File: config.mk
export PLATFORM = sky130hd
export DESIGN_NAME = slot_prio_sched
export DESIGN_NICKNAME = d
export VERILOG_FILES = /design/src/rtl/slotsched_pkg.sv /design/src/rtl/slot_table.sv /design/src/rtl/slot_pointer.sv /design/src/rtl/prio_pick.sv /design/src/rtl/slot_prio_sched.sv
export SDC_FILE = /design/constraint.sdc
export NUM_CORES = 1
export LEC_CHECK = 0
export ABC_AREA = 1
export BUFFER_PORTS_ARGS = -buffer_cell sky130_fd_sc_hd__buf_2
export CAP_MARGIN = 25
export CORE_ASPECT_RATIO = 1.5
export CORE_UTILIZATION = 55
export DETAILED_ROUTE_END_ITERATION = 7
export HOLD_SLACK_MARGIN = 0.02
export PLACE_DENSITY_LB_ADDON = 0.12
export SETUP_SLACK_MARGIN = 0.02
export SLEW_MARGIN = 20
export SYNTH_ARGS = -nofsm -noshare
export SYNTH_HDL_FRONTEND = slang
export SYNTH_HIERARCHICAL = 1
export SYNTH_SLANG_ARGS = --single-unit
File: constraint.sdc
create_clock -name clk -period 5.3 [get_ports clk]
set_input_delay 0.53 -clock clk [delete_from_list [all_inputs] [get_ports clk]]
set_output_delay 0.53 -clock clk [all_outputs]
set_load 0.005 [all_outputs]
File: src/rtl/slotsched_pkg.sv
package slotsched_pkg;

    typedef enum logic [0:0] {
        ST_IDLE  = 1'b0,
        ST_SERVE = 1'b1
    } sched_state_e;

endpackage

File: src/rtl/slot_table.sv
module slot_table #(
    parameter int DEPTH = 16,
    parameter int NPRIO = 4,
    localparam int AW = $clog2(DEPTH),
    localparam int PW = $clog2(NPRIO)
) (
    input  logic          clk,
    input  logic          rst_n,
    input  logic          wr_en,
    input  logic [AW-1:0] wr_addr,
    input  logic [PW-1:0] wr_data,
    input  logic [AW-1:0] rd_addr,
    output logic [PW-1:0] rd_data
);

    logic [PW-1:0] mem_q [DEPTH];

    for (genvar i = 0; i < DEPTH; i++) begin : g_slot
        always_ff @(posedge clk or negedge rst_n) begin
            if (!rst_n) begin
                mem_q[i] <= PW'(i % NPRIO);
            end else if (wr_en && (wr_addr == AW'(i))) begin
                mem_q[i] <= wr_data;
            end
        end
    end

    assign rd_data = mem_q[rd_addr];

    // a write lands in the addressed slot at the next edge
    assert_write_lands_R8: assert property (@(posedge clk) disable iff (!rst_n)
        wr_en && (int'(wr_addr) < DEPTH) |=> mem_q[$past(wr_addr)] == $past(wr_data));

endmodule

File: src/rtl/slot_pointer.sv
module slot_pointer #(
    parameter int DEPTH = 16,
    localparam int AW = $clog2(DEPTH),
    localparam logic [AW-1:0] LAST = AW'(DEPTH - 1)
) (
    input  logic          clk,
    input  logic          rst_n,
    input  logic          adv,
    output logic [AW-1:0] ptr_q,
    output logic [AW-1:0] ptr_next
);

    always_comb begin
        ptr_next = (ptr_q == LAST) ? '0 : ptr_q + AW'(1);
    end

    always_ff @(posedge clk or negedge rst_n) begin
        if (!rst_n) begin
            ptr_q <= '0;
        end else if (adv) begin
            ptr_q <= ptr_next;
        end
    end

    // an advance moves by exactly one slot, wrapping after the last
    assert_ptr_step_R6: assert property (@(posedge clk) disable iff (!rst_n)
        adv |=> ((ptr_q == $past(ptr_q) + AW'(1)) || (ptr_q == '0 && $past(ptr_q) == LAST)));

    // without an advance the pointer holds
    assert_ptr_hold_R9: assert property (@(posedge clk) disable iff (!rst_n)
        !adv |=> $stable(ptr_q));

endmodule

File: src/rtl/prio_pick.sv
module prio_pick #(
    parameter int NPRIO = 4,
    localparam int PW = $clog2(NPRIO)
) (
    input  logic [NPRIO-1:0] nonempty,
    input  logic [PW-1:0]    slot_prio,
    output logic [PW-1:0]    pick,
    output logic             any
);

    logic [PW-1:0] urgent;

    // Lowest-numbered non-empty class; scanning downward lets class 0 win
    always_comb begin
        urgent = '0;
        for (int k = NPRIO - 1; k >= 0; k--) begin
            if (nonempty[k]) urgent = PW'(k);
        end
    end

    always_comb begin
        any  = |nonempty;
        pick = nonempty[slot_prio] ? slot_prio : urgent;
    end

    // whenever some class has work, the chosen class has work
    always_comb begin
        if (any) begin
            assert_pick_nonempty_R4: assert (nonempty[pick]);
        end
    end

endmodule

File: src/rtl/slot_prio_sched.sv
module slot_prio_sched #(
    parameter int DEPTH = 16,
    parameter int NPRIO = 4,
    localparam int AW = $clog2(DEPTH),
    localparam int PW = $clog2(NPRIO)
) (
    input  logic             clk,
    input  logic             rst_n,
    input  logic [NPRIO-1:0] q_nonempty,
    input  logic             pkt_done,
    input  logic             cfg_we,
    input  logic [AW-1:0]    cfg_addr,
    input  logic [PW-1:0]    cfg_prio,
    output logic             sel_valid,
    output logic [PW-1:0]    sel_prio
);

    import slotsched_pkg::*;

    sched_state_e  state_q, state_d;
    logic [PW-1:0] sel_q;
    logic          load;
    logic          adv;
    logic [AW-1:0] ptr_q, ptr_next, rd_addr;
    logic [PW-1:0] slot_prio, pick;
    logic          any;

    slot_pointer #(.DEPTH(DEPTH)) u_ptr (
        .clk      (clk),
        .rst_n    (rst_n),
        .adv      (adv),
        .ptr_q    (ptr_q),
        .ptr_next (ptr_next)
    );

    slot_table #(.DEPTH(DEPTH), .NPRIO(NPRIO)) u_table (
        .clk     (clk),
        .rst_n   (rst_n),
        .wr_en   (cfg_we),
        .wr_addr (cfg_addr),
        .wr_data (cfg_prio),
        .rd_addr (rd_addr),
        .rd_data (slot_prio)
    );

    prio_pick #(.NPRIO(NPRIO)) u_pick (
        .nonempty  (q_nonempty),
        .slot_prio (slot_prio),
        .pick      (pick),
        .any       (any)
    );

    // Boundary and next-state logic
    always_comb begin
        state_d = state_q;
        load    = 1'b0;
        adv     = 1'b0;
        rd_addr = ptr_q;
        unique case (state_q)
            ST_IDLE: begin
                if (any) begin
                    load    = 1'b1;
                    state_d = ST_SERVE;
                end
            end
            ST_SERVE: begin
                if (pkt_done) begin
                    adv     = 1'b1;
                    rd_addr = ptr_next;
                    if (any) begin
                        load = 1'b1;
                    end else begin
                        state_d = ST_IDLE;
                    end
                end
            end
            default: state_d = ST_IDLE;
        endcase
    end

    // State register
    always_ff @(posedge clk or negedge rst_n) begin
        if (!rst_n) begin
            state_q <= ST_IDLE;
            sel_q   <= '0;
        end else begin
            state_q <= state_d;
            if (load) sel_q <= pick;
        end
    end

    // Outputs
    always_comb begin
        sel_valid = (state_q == ST_SERVE);
        sel_prio  = sel_valid ? sel_q : '0;
    end

    // a selection only appears after some class had work
    assert_start_needs_work_R2: assert property (@(posedge clk) disable iff (!rst_n)
        $rose(sel_valid) |-> $past(|q_nonempty));

    // the selection holds between boundaries
    assert_hold_between_R5: assert property (@(posedge clk) disable iff (!rst_n)
        sel_valid && !pkt_done |=> sel_valid && $stable(sel_prio));

    // a finished packet with no work left empties the selection
    assert_drain_R7: assert property (@(posedge clk) disable iff (!rst_n)
        sel_valid && pkt_done && !(|q_nonempty) |=> !sel_valid && sel_prio == '0);

    // an idle block reports class 0
    assert_idle_zero_R1: assert property (@(posedge clk) disable iff (!rst_n)
        !sel_valid |-> sel_prio == '0);

endmodule

==> results of run 1 <==
Yosys cell counts:
master    number  area (um^2)
dfstp_2       16        420.4
clkbuf_1       3        11.26
inv_2          4        15.01
o21ai_2        1        8.760
inv_1         46        172.7
or2_0          1        6.260
o21ai_1       24        120.1
o21ai_0       10        50.05
nor3_4         3        48.80
nand2_1      132        495.5
nand4_1        1        6.260
nor2_2         1        6.260
nor2_1         5        18.77
nand2_2        3        18.77
ha_1           1        12.51
a21oi_1        1        5.000
buf_2          3        15.01
nor3_2         1        10.01
dfrtp_1       23        575.6
nand3_1       30        150.1
state kept, by name, summed over array words and instances, names as in the netlist:
| register | count |
|---|---|
| sel_q | 2 |
| u_table/mem_q | 32 |
| u_ptr/ptr_q | 4 |
| sel_valid | 1 |
final cells by class:
cell class	count	area, um^2	area share, %
flip-flops and latches	39	996.0	41.87
multi-input cells	214	957.2	40.24
inverters	50	187.7	7.891
clock buffers	7	96.34	4.051
repair buffers	16	80.08	3.367
well taps	43	53.80	2.262
clock inverters	1	7.507	0.3156
per-stage QoR:
stage          power, uW  cells  util, %  hold WS [ns]  setup WS (ns)
2_1_floorplan      697.1    309        -        0.2344          3.082
3_3_place_gp       773.4    362    61.21        0.4601          2.698
3_5_place_dp       784.9    362    61.21        0.4640          2.630
4_1_cts             1007    370    64.01        0.3797          2.600
5_1_grt             1092    370    64.01        0.4054          2.181
6_report            1000    370    64.01        0.3482          2.608
cells by family after synthesis:
group	Yosys count	synth area share, %
adders and majority gates	1	0.5773
and+or+nand+nor	177	35.10
AOI/OAI and AO/OA	36	8.487
DFF	39	45.96
buffers and inverters	56	9.873
power by group:
part	switching (uW)	total [uW]	internal, uW
Clock	103	221	118
Combinational	215	343	128
Sequential	51.4	436	385
Total	369	1000	631
worst paths after layout:
check                                    end  slack [ns]               from
min                        u_table/mem_q[15]        0.35              rst_n
max reg2reg                         sel_q[0]        2.61     u_ptr/ptr_q[0]
max                                 sel_q[0]        2.61     u_ptr/ptr_q[0]
max in group asynchronous           sel_q[1]        4.41              rst_n
min reg2reg                u_table/mem_q[17]        0.47  u_table/mem_q[17]
min in group clk           u_table/mem_q[17]        0.47  u_table/mem_q[17]
per-layer routing:
| layer | up-vias | share of wire [%] | GRT usage, % |
|---|---|---|---|
| li1 | 990 | - | - |
| met1 | 884 | 43 | 31.57 |
| met2 | 42 | 52 | 44.63 |
| met3 | 8 | 3.2 | 4.981 |
| met4 | 0 | 1.6 | 9.211 |
| met5 | - | 0 | 0 |
cells in the final DEF, fill, tap and decap left out:
cell | netlist | routed
buf_2 | 3 | 16
ha_1 | 1 | 1
o21ai_1 | 24 | 24
o21ai_0 | 10 | 10
inv_1 | 46 | 46
nand2_2 | 3 | 3
clkinvlp_4 | 0 | 1
nand3_1 | 30 | 30
dfstp_2 | 16 | 16
nor2_2 | 1 | 1
nor2_1 | 5 | 5
nor3_2 | 1 | 1
clkbuf_8 | 0 | 7
nand4_1 | 1 | 1
dfrtp_1 | 23 | 23
nand2_1 | 132 | 132
a21oi_1 | 1 | 1
o21ai_2 | 1 | 1
or2_0 | 1 | 1
nor3_4 | 3 | 3
inv_2 | 4 | 4
==> results.sh, run 1 <==
export IMPL_status="complete, no violations"
export IMPL_drive_gt1_share_pct=16.21
export IMPL_drtAntennaViolNets=0
export IMPL_crit_top_cell="nand2_1"
export IMPL_initial_core_util_pct=58.32
export IMPL_core_um2=3716
export IMPL_grt_pass1_vias=1860
export IMPL_grt_usage_pct=26.09
export IMPL_fmax_mhz=371.5
export IMPL_finalSetupViolations=0
export IMPL_postSynthAreaPerCell_um2=7.013
export IMPL_post_cts_resized=0
export IMPL_endpoint_kind="flip-flop"
export IMPL_cpPeakStageDelay_ns=0.44
export IMPL_drcViolationCount=0
export IMPL_dr_pass1_iters=4
export IMPL_rsz0062_at_grt="false"
export IMPL_slew_violations=0
export IMPL_worstMarginPinSlew_ns=0.8567
export IMPL_clockBufferDepth=2
export IMPL_leakagePower_uw=0.001253
export IMPL_clk_latency_ns=0.29
export IMPL_viasPerCell=5.200
export IMPL_h_tree_depth=2
export IMPL_fillers=358
export IMPL_vias=1924
export IMPL_cts_tree="done"
export IMPL_critPathKind="reg -> reg"
export IMPL_io_pins=17
export IMPL_wirelength_mm=4.538
export IMPL_relSlewSlack_pct=42.89
export IMPL_hold_violations=0
export IMPL_gr_total_overflow=0
export IMPL_core_rowCount=27
export IMPL_place_area_um2=2275
export IMPL_critPathArrivalTime_ns=2.92
export IMPL_cp_slowest_cell="dfrtp_1"
export IMPL_diodes=0
export IMPL_ys_seq_area_share_pct=45.96
export IMPL_cts_hold_buf=0
export IMPL_synthCells=309
export IMPL_ys_warnings_count=6
export IMPL_cp_num_buf_inv=3
export IMPL_yosysUniqueCellTypes=20
export IMPL_dpl_hpwl_mm=3.447
export IMPL_wl_per_cell_um=12.26
export IMPL_fin_area_um2=2379
export IMPL_clk_pin_slew_worst_paths_ns=0.08
export IMPL_drt_initial_drc_count=50
export IMPL_grt_pass1_wl_mm=8.017
export IMPL_fin_worst_skew_ns=0.006422
export IMPL_maxCapViolations=0
export IMPL_ys_seq_elements=39
export IMPL_r2r_cells=21
export IMPL_antenna_found_initial=0
export IMPL_period_share_pct=50.79
export IMPL_fin_nets=341
export IMPL_cts_root_buf="clkbuf_8"
export IMPL_path_cells="ha_1 -> nand2_1 -> inv_1 -> nand2_1 -> nand2_2 -> inv_1 -> nand2_1 -> nand2_1 -> inv_2 -> nand2_1 -> nand2_1 -> nand2_1 -> nand3_1 -> nand3_1 -> nand2_1 -> or2_0 -> nand2_1 -> nand2_1 -> nand2_1 -> nand3_1 -> nand2_1"
export IMPL_grt_max_degree=40
export IMPL_ir_drop_v=0.0002475
export IMPL_die_height_um=78.88
export IMPL_setup_tns_final_ns=0
export IMPL_synth_area_um2=2167
export IMPL_crit_fanout=17
export IMPL_dieArea_um2=4200
export IMPL_crit_path_start_kind="flip-flop"
export IMPL_area_delta_synth_final_pct=9.757
export IMPL_power_density_nw_per_um2=420.6
export IMPL_die_w_um=53.25
export IMPL_numPortBuffers=16
export IMPL_critical_path_depth=21
export IMPL_synthesis_nets=324
export IMPL_post_cts_buffers=0
export IMPL_cts_sinks=39
export IMPL_critPathTopFamily="simple AND/OR/NAND/NOR gates"
export IMPL_globalplace_congestion=0.8860
export IMPL_cts_made_buffers=5
export IMPL_fin_crit_ns=2.692
export IMPL_required_ns=5.53
export IMPL_hold_class="in -> async"
No activity file was read; power rests on OpenSTA's default activity.
==> run 2, diff against run 1 <==
--- a/config.mk
+++ b/config.mk
@@ -9,7 +9,7 @@
 export BUFFER_PORTS_ARGS = -buffer_cell sky130_fd_sc_hd__buf_2
 export CAP_MARGIN = 25
 export CORE_ASPECT_RATIO = 1.5
-export CORE_UTILIZATION = 55
+export CORE_UTILIZATION = 53
 export DETAILED_ROUTE_END_ITERATION = 7
 export HOLD_SLACK_MARGIN = 0.02
 export PLACE_DENSITY_LB_ADDON = 0.12
==> constraint.sdc (replaced) <==
create_clock -name clk -period 2.4 [get_ports clk]
set_input_delay 0.24 -clock clk [delete_from_list [all_inputs] [get_ports clk]]
set_output_delay 0.24 -clock clk [all_outputs]
set_load 0.005 [all_outputs]
==> run 2 against run 1 <==
Against the previous run:
- worst hold slack got worse by 0.30 ns
- sequential share of layout area decreased by 2.6 points
- die area increased by 3.7%
- critical path type unchanged
- largest cell class is now multi-input combinational cells
==> results.sh, run 2 (synthesis results as in run 1) <==
export IMPL_status="complete, no violations"
export IMPL_slew_violations=0
export IMPL_grt_pass1_vias=1878
export IMPL_dr_pass1_iters=4
export IMPL_hold_violations=0
export IMPL_dpl_hpwl_mm=3.384
export IMPL_leakagePower_uw=0.001319
export IMPL_viasPerCell=5.113
export IMPL_period_share_pct=91.73
export IMPL_layout_commonest_cell="nand2_1"
export IMPL_finalSetupViolations=0
export IMPL_critPathKind="reg -> reg"
export IMPL_wirelength_mm=4.731
export IMPL_h_tree_depth=2
export IMPL_dieArea_um2=4354
export IMPL_crit_path_start_kind="flip-flop"
export IMPL_largest_register_ffs=32
export IMPL_core_rowCount=28
export IMPL_diodes=0
export IMPL_cts_made_buffers=5
export IMPL_drcViolationCount=0
export IMPL_place_area_um2=2307
export IMPL_vias=1938
export IMPL_worstMarginPinSlew_ns=0.8473
export IMPL_drive_gt1_share_pct=22.46
export IMPL_finalWorstSetupSlack_ns=0.1984
export IMPL_core_um2=3924
export IMPL_drt_initial_drc_count=70
export IMPL_wl_per_cell_um=12.48
export IMPL_die_w_um=54.21
export IMPL_clk_latency_ns=0.29
export IMPL_initial_core_util_pct=55.23
export IMPL_top_regs="u_table/mem_q (32), u_ptr/ptr_q (4), sel_q (2)"
export IMPL_hold_class="in -> async"
export IMPL_maxCapViolations=0
export IMPL_required_ns=2.57
export IMPL_fin_area_um2=2536
export IMPL_io_pins=17
export IMPL_grt_max_degree=40
export IMPL_dp_slack_ns=0.08771
export IMPL_most_common_layout_cells="nand2_1 (124), inv_1 (45), nand3_1 (25)"
export IMPL_gr_total_overflow=0
export IMPL_clockBufferDepth=2
export IMPL_setup_tns_final_ns=0
export IMPL_top_register="u_table/mem_q"
export IMPL_relSlewSlack_pct=43.52
export IMPL_die_height_um=80.32
export IMPL_clk_pin_slew_worst_paths_ns=0.07
export IMPL_hold_slack_ns=0.04639
export IMPL_grt_usage_pct=24.79
export IMPL_area_delta_synth_final_pct=17.03
export IMPL_fin_nets=348
export IMPL_fin_worst_skew_ns=0.008579
export IMPL_cts_sinks=39
export IMPL_fmax_mhz=454.2
export IMPL_endpoint_kind="flip-flop"
export IMPL_crit_fanout=6
export IMPL_fin_crit_ns=2.202
export IMPL_cts_root_buf="clkbuf_8"
export IMPL_globalplace_congestion=0.9065
export IMPL_antenna_found_initial=0
export IMPL_cts_tree="done"
export IMPL_drtAntennaViolNets=0
export IMPL_numPortBuffers=16
export IMPL_ir_drop_v=0.0005791
export IMPL_grt_pass1_wl_mm=7.776
export IMPL_power_density_nw_per_um2=960.9
export IMPL_critPathArrivalTime_ns=2.38
## run 2: cell count changes in the layout (fill, tap and decap cells not counted), moves of 4 or more
cell     previous run  this run
nand2_1           132       124
nand2_2             3        10
nand3_1            30        25
nand3_2             0         5
buf_4               0         4
## run 2: where the power goes
part / total, uW / switching, uW / internal (uW) / leakage (uW)
sequential: 955 / 106 / 850 / 0.000454
clock: 561 / 225 / 336 / 0.0000612
combinational: 921 / 551 / 370 / 0.000804
total: 2440 / 881 / 1560 / 0.00132
## run 2: worst paths after layout
check	from	endpoint	slack [ns]	cells after the start
min in group clk	pkt_done	sel_valid	0.31	4
hold / removal	rst_n	u_ptr/ptr_q[2]	0.05	1
hold reg to reg	u_table/mem_q[0]	u_table/mem_q[0]	0.47	2
max in group asynchronous	rst_n	sel_valid	1.80	1
setup reg to reg	u_ptr/ptr_q[1]	sel_q[1]	0.20	20
setup / recovery	u_ptr/ptr_q[1]	sel_q[1]	0.20	20
## run 2: timing repair
item                       in CTS  in global routing
setup buffers                   0                  2
gates resized for setup         0                 22
setup endpoints to repair       0                  2
hold buffers                    0                  0
## run 2: per-stage QoR
stage	utilization [%]	power [uW]	instances
after floorplan	-	1540	309
after global placement	58.80	1751	368
after detailed placement	58.80	1769	368
after CTS	61.80	2336	376
after global routing	64.64	2627	379
final	64.64	2437	379
## run 2: layer usage
metal	up-vias	global-route usage, %	wire length (um)
met5	-	0	0
met4	0	8.718	36
met3	2	4.545	149
met2	47	44.15	2469
met1	891	28.10	2076
li1	998	-	-
## run 2: worst max-delay path, stage by stage (launching register included)
cell and delay (ns):
dfrtp_1 0.40, ha_2 0.20, nand2_2 0.07, inv_2 0.05, nand2_2 0.05, nand2_2 0.06, inv_1 0.07, nand2_2 0.07
nand2_4 0.14, clkbuf_16 0.17, nand2_1 0.05, nand3_1 0.09, nand3_1 0.10, nand3_2 0.09, nand2_2 0.07, inv_1 0.05
nand2_1 0.06, nand3_2 0.07, o21ai_0 0.09, nand3_1 0.09, nand2_1 0.06
## run 2: cell type report
cell class / instances / area (um^2)
fill: 378 / 1388
multi-input combinational: 214 / 1010
sequential: 39 / 996.0
inverter: 50 / 195.2
timing repair buffer: 23 / 161.4
clock buffer: 6 / 82.58
tap: 45 / 56.30
clock inverter: 2 / 35.03
==> run 3, diff against run 2 <==
--- a/config.mk
+++ b/config.mk
@@ -12,6 +12,7 @@
 export CORE_UTILIZATION = 53
 export DETAILED_ROUTE_END_ITERATION = 7
 export HOLD_SLACK_MARGIN = 0.02
+export MAX_ROUTING_LAYER = met4
 export PLACE_DENSITY_LB_ADDON = 0.12
 export SETUP_SLACK_MARGIN = 0.02
 export SLEW_MARGIN = 20
==> run 3 against run 2 <==
Against the previous run:
- maximum frequency down 0.38%
- clock-buffer cell count decreased by 1
- core utilization decreased by 2.3 points
- register-to-register slack hardly changed
- sequential share of layout area up 1.4 points
- routed wire length shrank 0.61%
- worst setup slack got worse by 0.0085 ns
- total power fell by 7.5%
- non-clock buffer count down 1
- cell count shrank 0.26%
- sequential power hardly changed
- final area is 3.5% lower
==> results.sh, run 3 (synthesis results as in run 1) <==
export IMPL_status="complete, no violations"
export IMPL_vias=1955
export IMPL_largest_register_ffs=32
export IMPL_place_area_um2=2307
export IMPL_setup_tns_final_ns=0
export IMPL_fin_worst_skew_ns=0.001559
export IMPL_drcViolationCount=0
export IMPL_relSlewSlack_pct=42.49
export IMPL_worstMarginPinSlew_ns=0.8626
export IMPL_diodes=0
export IMPL_power_density_nw_per_um2=921.1
export IMPL_hold_class="in -> async"
export IMPL_drive_gt1_share_pct=19.82
export IMPL_dr_pass1_iters=5
export IMPL_cts_root_buf="clkbuf_8"
export IMPL_critPathKind="reg -> reg"
export IMPL_dpl_hpwl_mm=3.393
export IMPL_gr_total_overflow=0
export IMPL_io_pins=17
export IMPL_seq_area_um2=996.0
export IMPL_grt_pass1_wl_mm=7.541
export IMPL_globalplace_congestion=0.9027
export IMPL_grt_pass1_vias=1756
export IMPL_h_tree_depth=2
export IMPL_layout_commonest_cell="nand2_1"
export IMPL_cts_sinks=39
export IMPL_grt_usage_pct=24.60
export IMPL_required_ns=2.59
export IMPL_endpoint_kind="flip-flop"
export IMPL_top_register="u_table/mem_q"
export IMPL_maxCapViolations=0
export IMPL_dieArea_um2=4354
export IMPL_grt_max_degree=40
export IMPL_drt_initial_drc_count=107
export IMPL_crit_path_start_kind="flip-flop"
export IMPL_core_um2=3924
export IMPL_crit_fanout=6
export IMPL_cts_tree="done"
export IMPL_viasPerCell=5.172
export IMPL_drtAntennaViolNets=0
export IMPL_clockBufferDepth=2
export IMPL_wirelength_mm=4.702
export IMPL_ir_drop_v=0.0006158
export IMPL_finalSetupViolations=0
export IMPL_initial_core_util_pct=55.23
export IMPL_fillers=384
export IMPL_numPortBuffers=16
export IMPL_antenna_found_initial=0
export IMPL_fin_area_um2=2447
export IMPL_hold_violations=0
export IMPL_cts_hold_buf=0
export IMPL_top_regs="u_table/mem_q (32), u_ptr/ptr_q (4), sel_q (2)"
export IMPL_most_common_layout_cells="nand2_1 (127), inv_1 (45), nand3_1 (30)"
export IMPL_core_rowCount=28
export IMPL_cts_made_buffers=5
export IMPL_clk_pin_slew_worst_paths_ns=0.08
export IMPL_slew_violations=0
export IMPL_hold_slack_ns=0.05724
export IMPL_clk_latency_ns=0.29
export IMPL_leakagePower_uw=0.001275
export IMPL_die_height_um=80.32
export IMPL_critPathArrivalTime_ns=2.40
export IMPL_wl_per_cell_um=12.44
export IMPL_die_w_um=54.21
export IMPL_fmax_mhz=452.5
export IMPL_fin_nets=347
export IMPL_multiInputGateArea_um2=977.2
export IMPL_final_util_pct=62.37
export IMPL_period_share_pct=92.09
export IMPL_fin_crit_ns=2.210
export IMPL_area_delta_synth_final_pct=12.93
run 3: power by group:
part	internal [uW]	switching, uW
Combinational	350	510
Clock	202	236
Sequential	849	108
Total	1400	854
run 3: what timing repair did:
action / CTS / global route
endpoints found under the setup margin: 0 / 2
setup buffers: 0 / 1
gates resized for setup: 0 / 15
run 3: per-layer routing:
| layer | share of wire [%] | GRT usage [%] | up-vias | wire length (um) |
|---|---|---|---|---|
| met5 | 0 | - | - | 0 |
| met4 | 1.0 | 6.923 | 0 | 48 |
| met3 | 3.1 | 3.977 | 5 | 147 |
| met2 | 53 | 42.93 | 51 | 2514 |
| met1 | 42 | 27.95 | 898 | 1991 |
| li1 | - | - | 1001 | - |
run 3: area by class of cell:
cell class | count | area share, %
clock buffer | 5 | 2.812
inverter | 50 | 7.873
timing repair buffer | 22 | 5.573
sequential | 39 | 40.70
tap | 45 | 2.301
clock inverter | 3 | 0.8180
multi-input combinational | 214 | 39.93
run 3: final timing paths:
path | from | endpoint | slack, ns | depth (start not counted)
setup / recovery | u_ptr/ptr_q[1] | sel_q[1] | 0.19 | 20
setup reg to reg | u_ptr/ptr_q[1] | sel_q[1] | 0.19 | 20
max in group asynchronous | rst_n | u_table/mem_q[18] | 1.81 | 1
hold reg to reg | u_table/mem_q[0] | u_table/mem_q[0] | 0.47 | 2
hold / removal | rst_n | u_ptr/ptr_q[2] | 0.06 | 1
min in group clk | pkt_done | sel_valid | 0.29 | 4
run 3: metrics by stage:
stage                     std cells  power, uW  worst slack, ns
after floorplan                 309       1540           0.1820
after global placement          368       1743           0.1960
after detailed placement        368       1755           0.1510
after CTS                       376       2197           0.1257
after global routing            378       2448        -0.004813
final                           378       2254           0.1899
run 3: worst max-delay path, stage by stage (launching register included):
cell and delay [ns]:
dfrtp_1 0.43, ha_2 0.21, nand2_2 0.07, inv_2 0.04
nand2_1 0.06, nand2_2 0.06, inv_1 0.06, nand2_2 0.06
nand2_4 0.13, buf_6 0.14, nand2_1 0.06, nand3_1 0.10
nand3_1 0.09, nand3_1 0.11, nand2_2 0.07, inv_1 0.05
nand2_1 0.04, nand3_1 0.07, o21ai_0 0.10, nand3_1 0.10
nand2_1 0.05
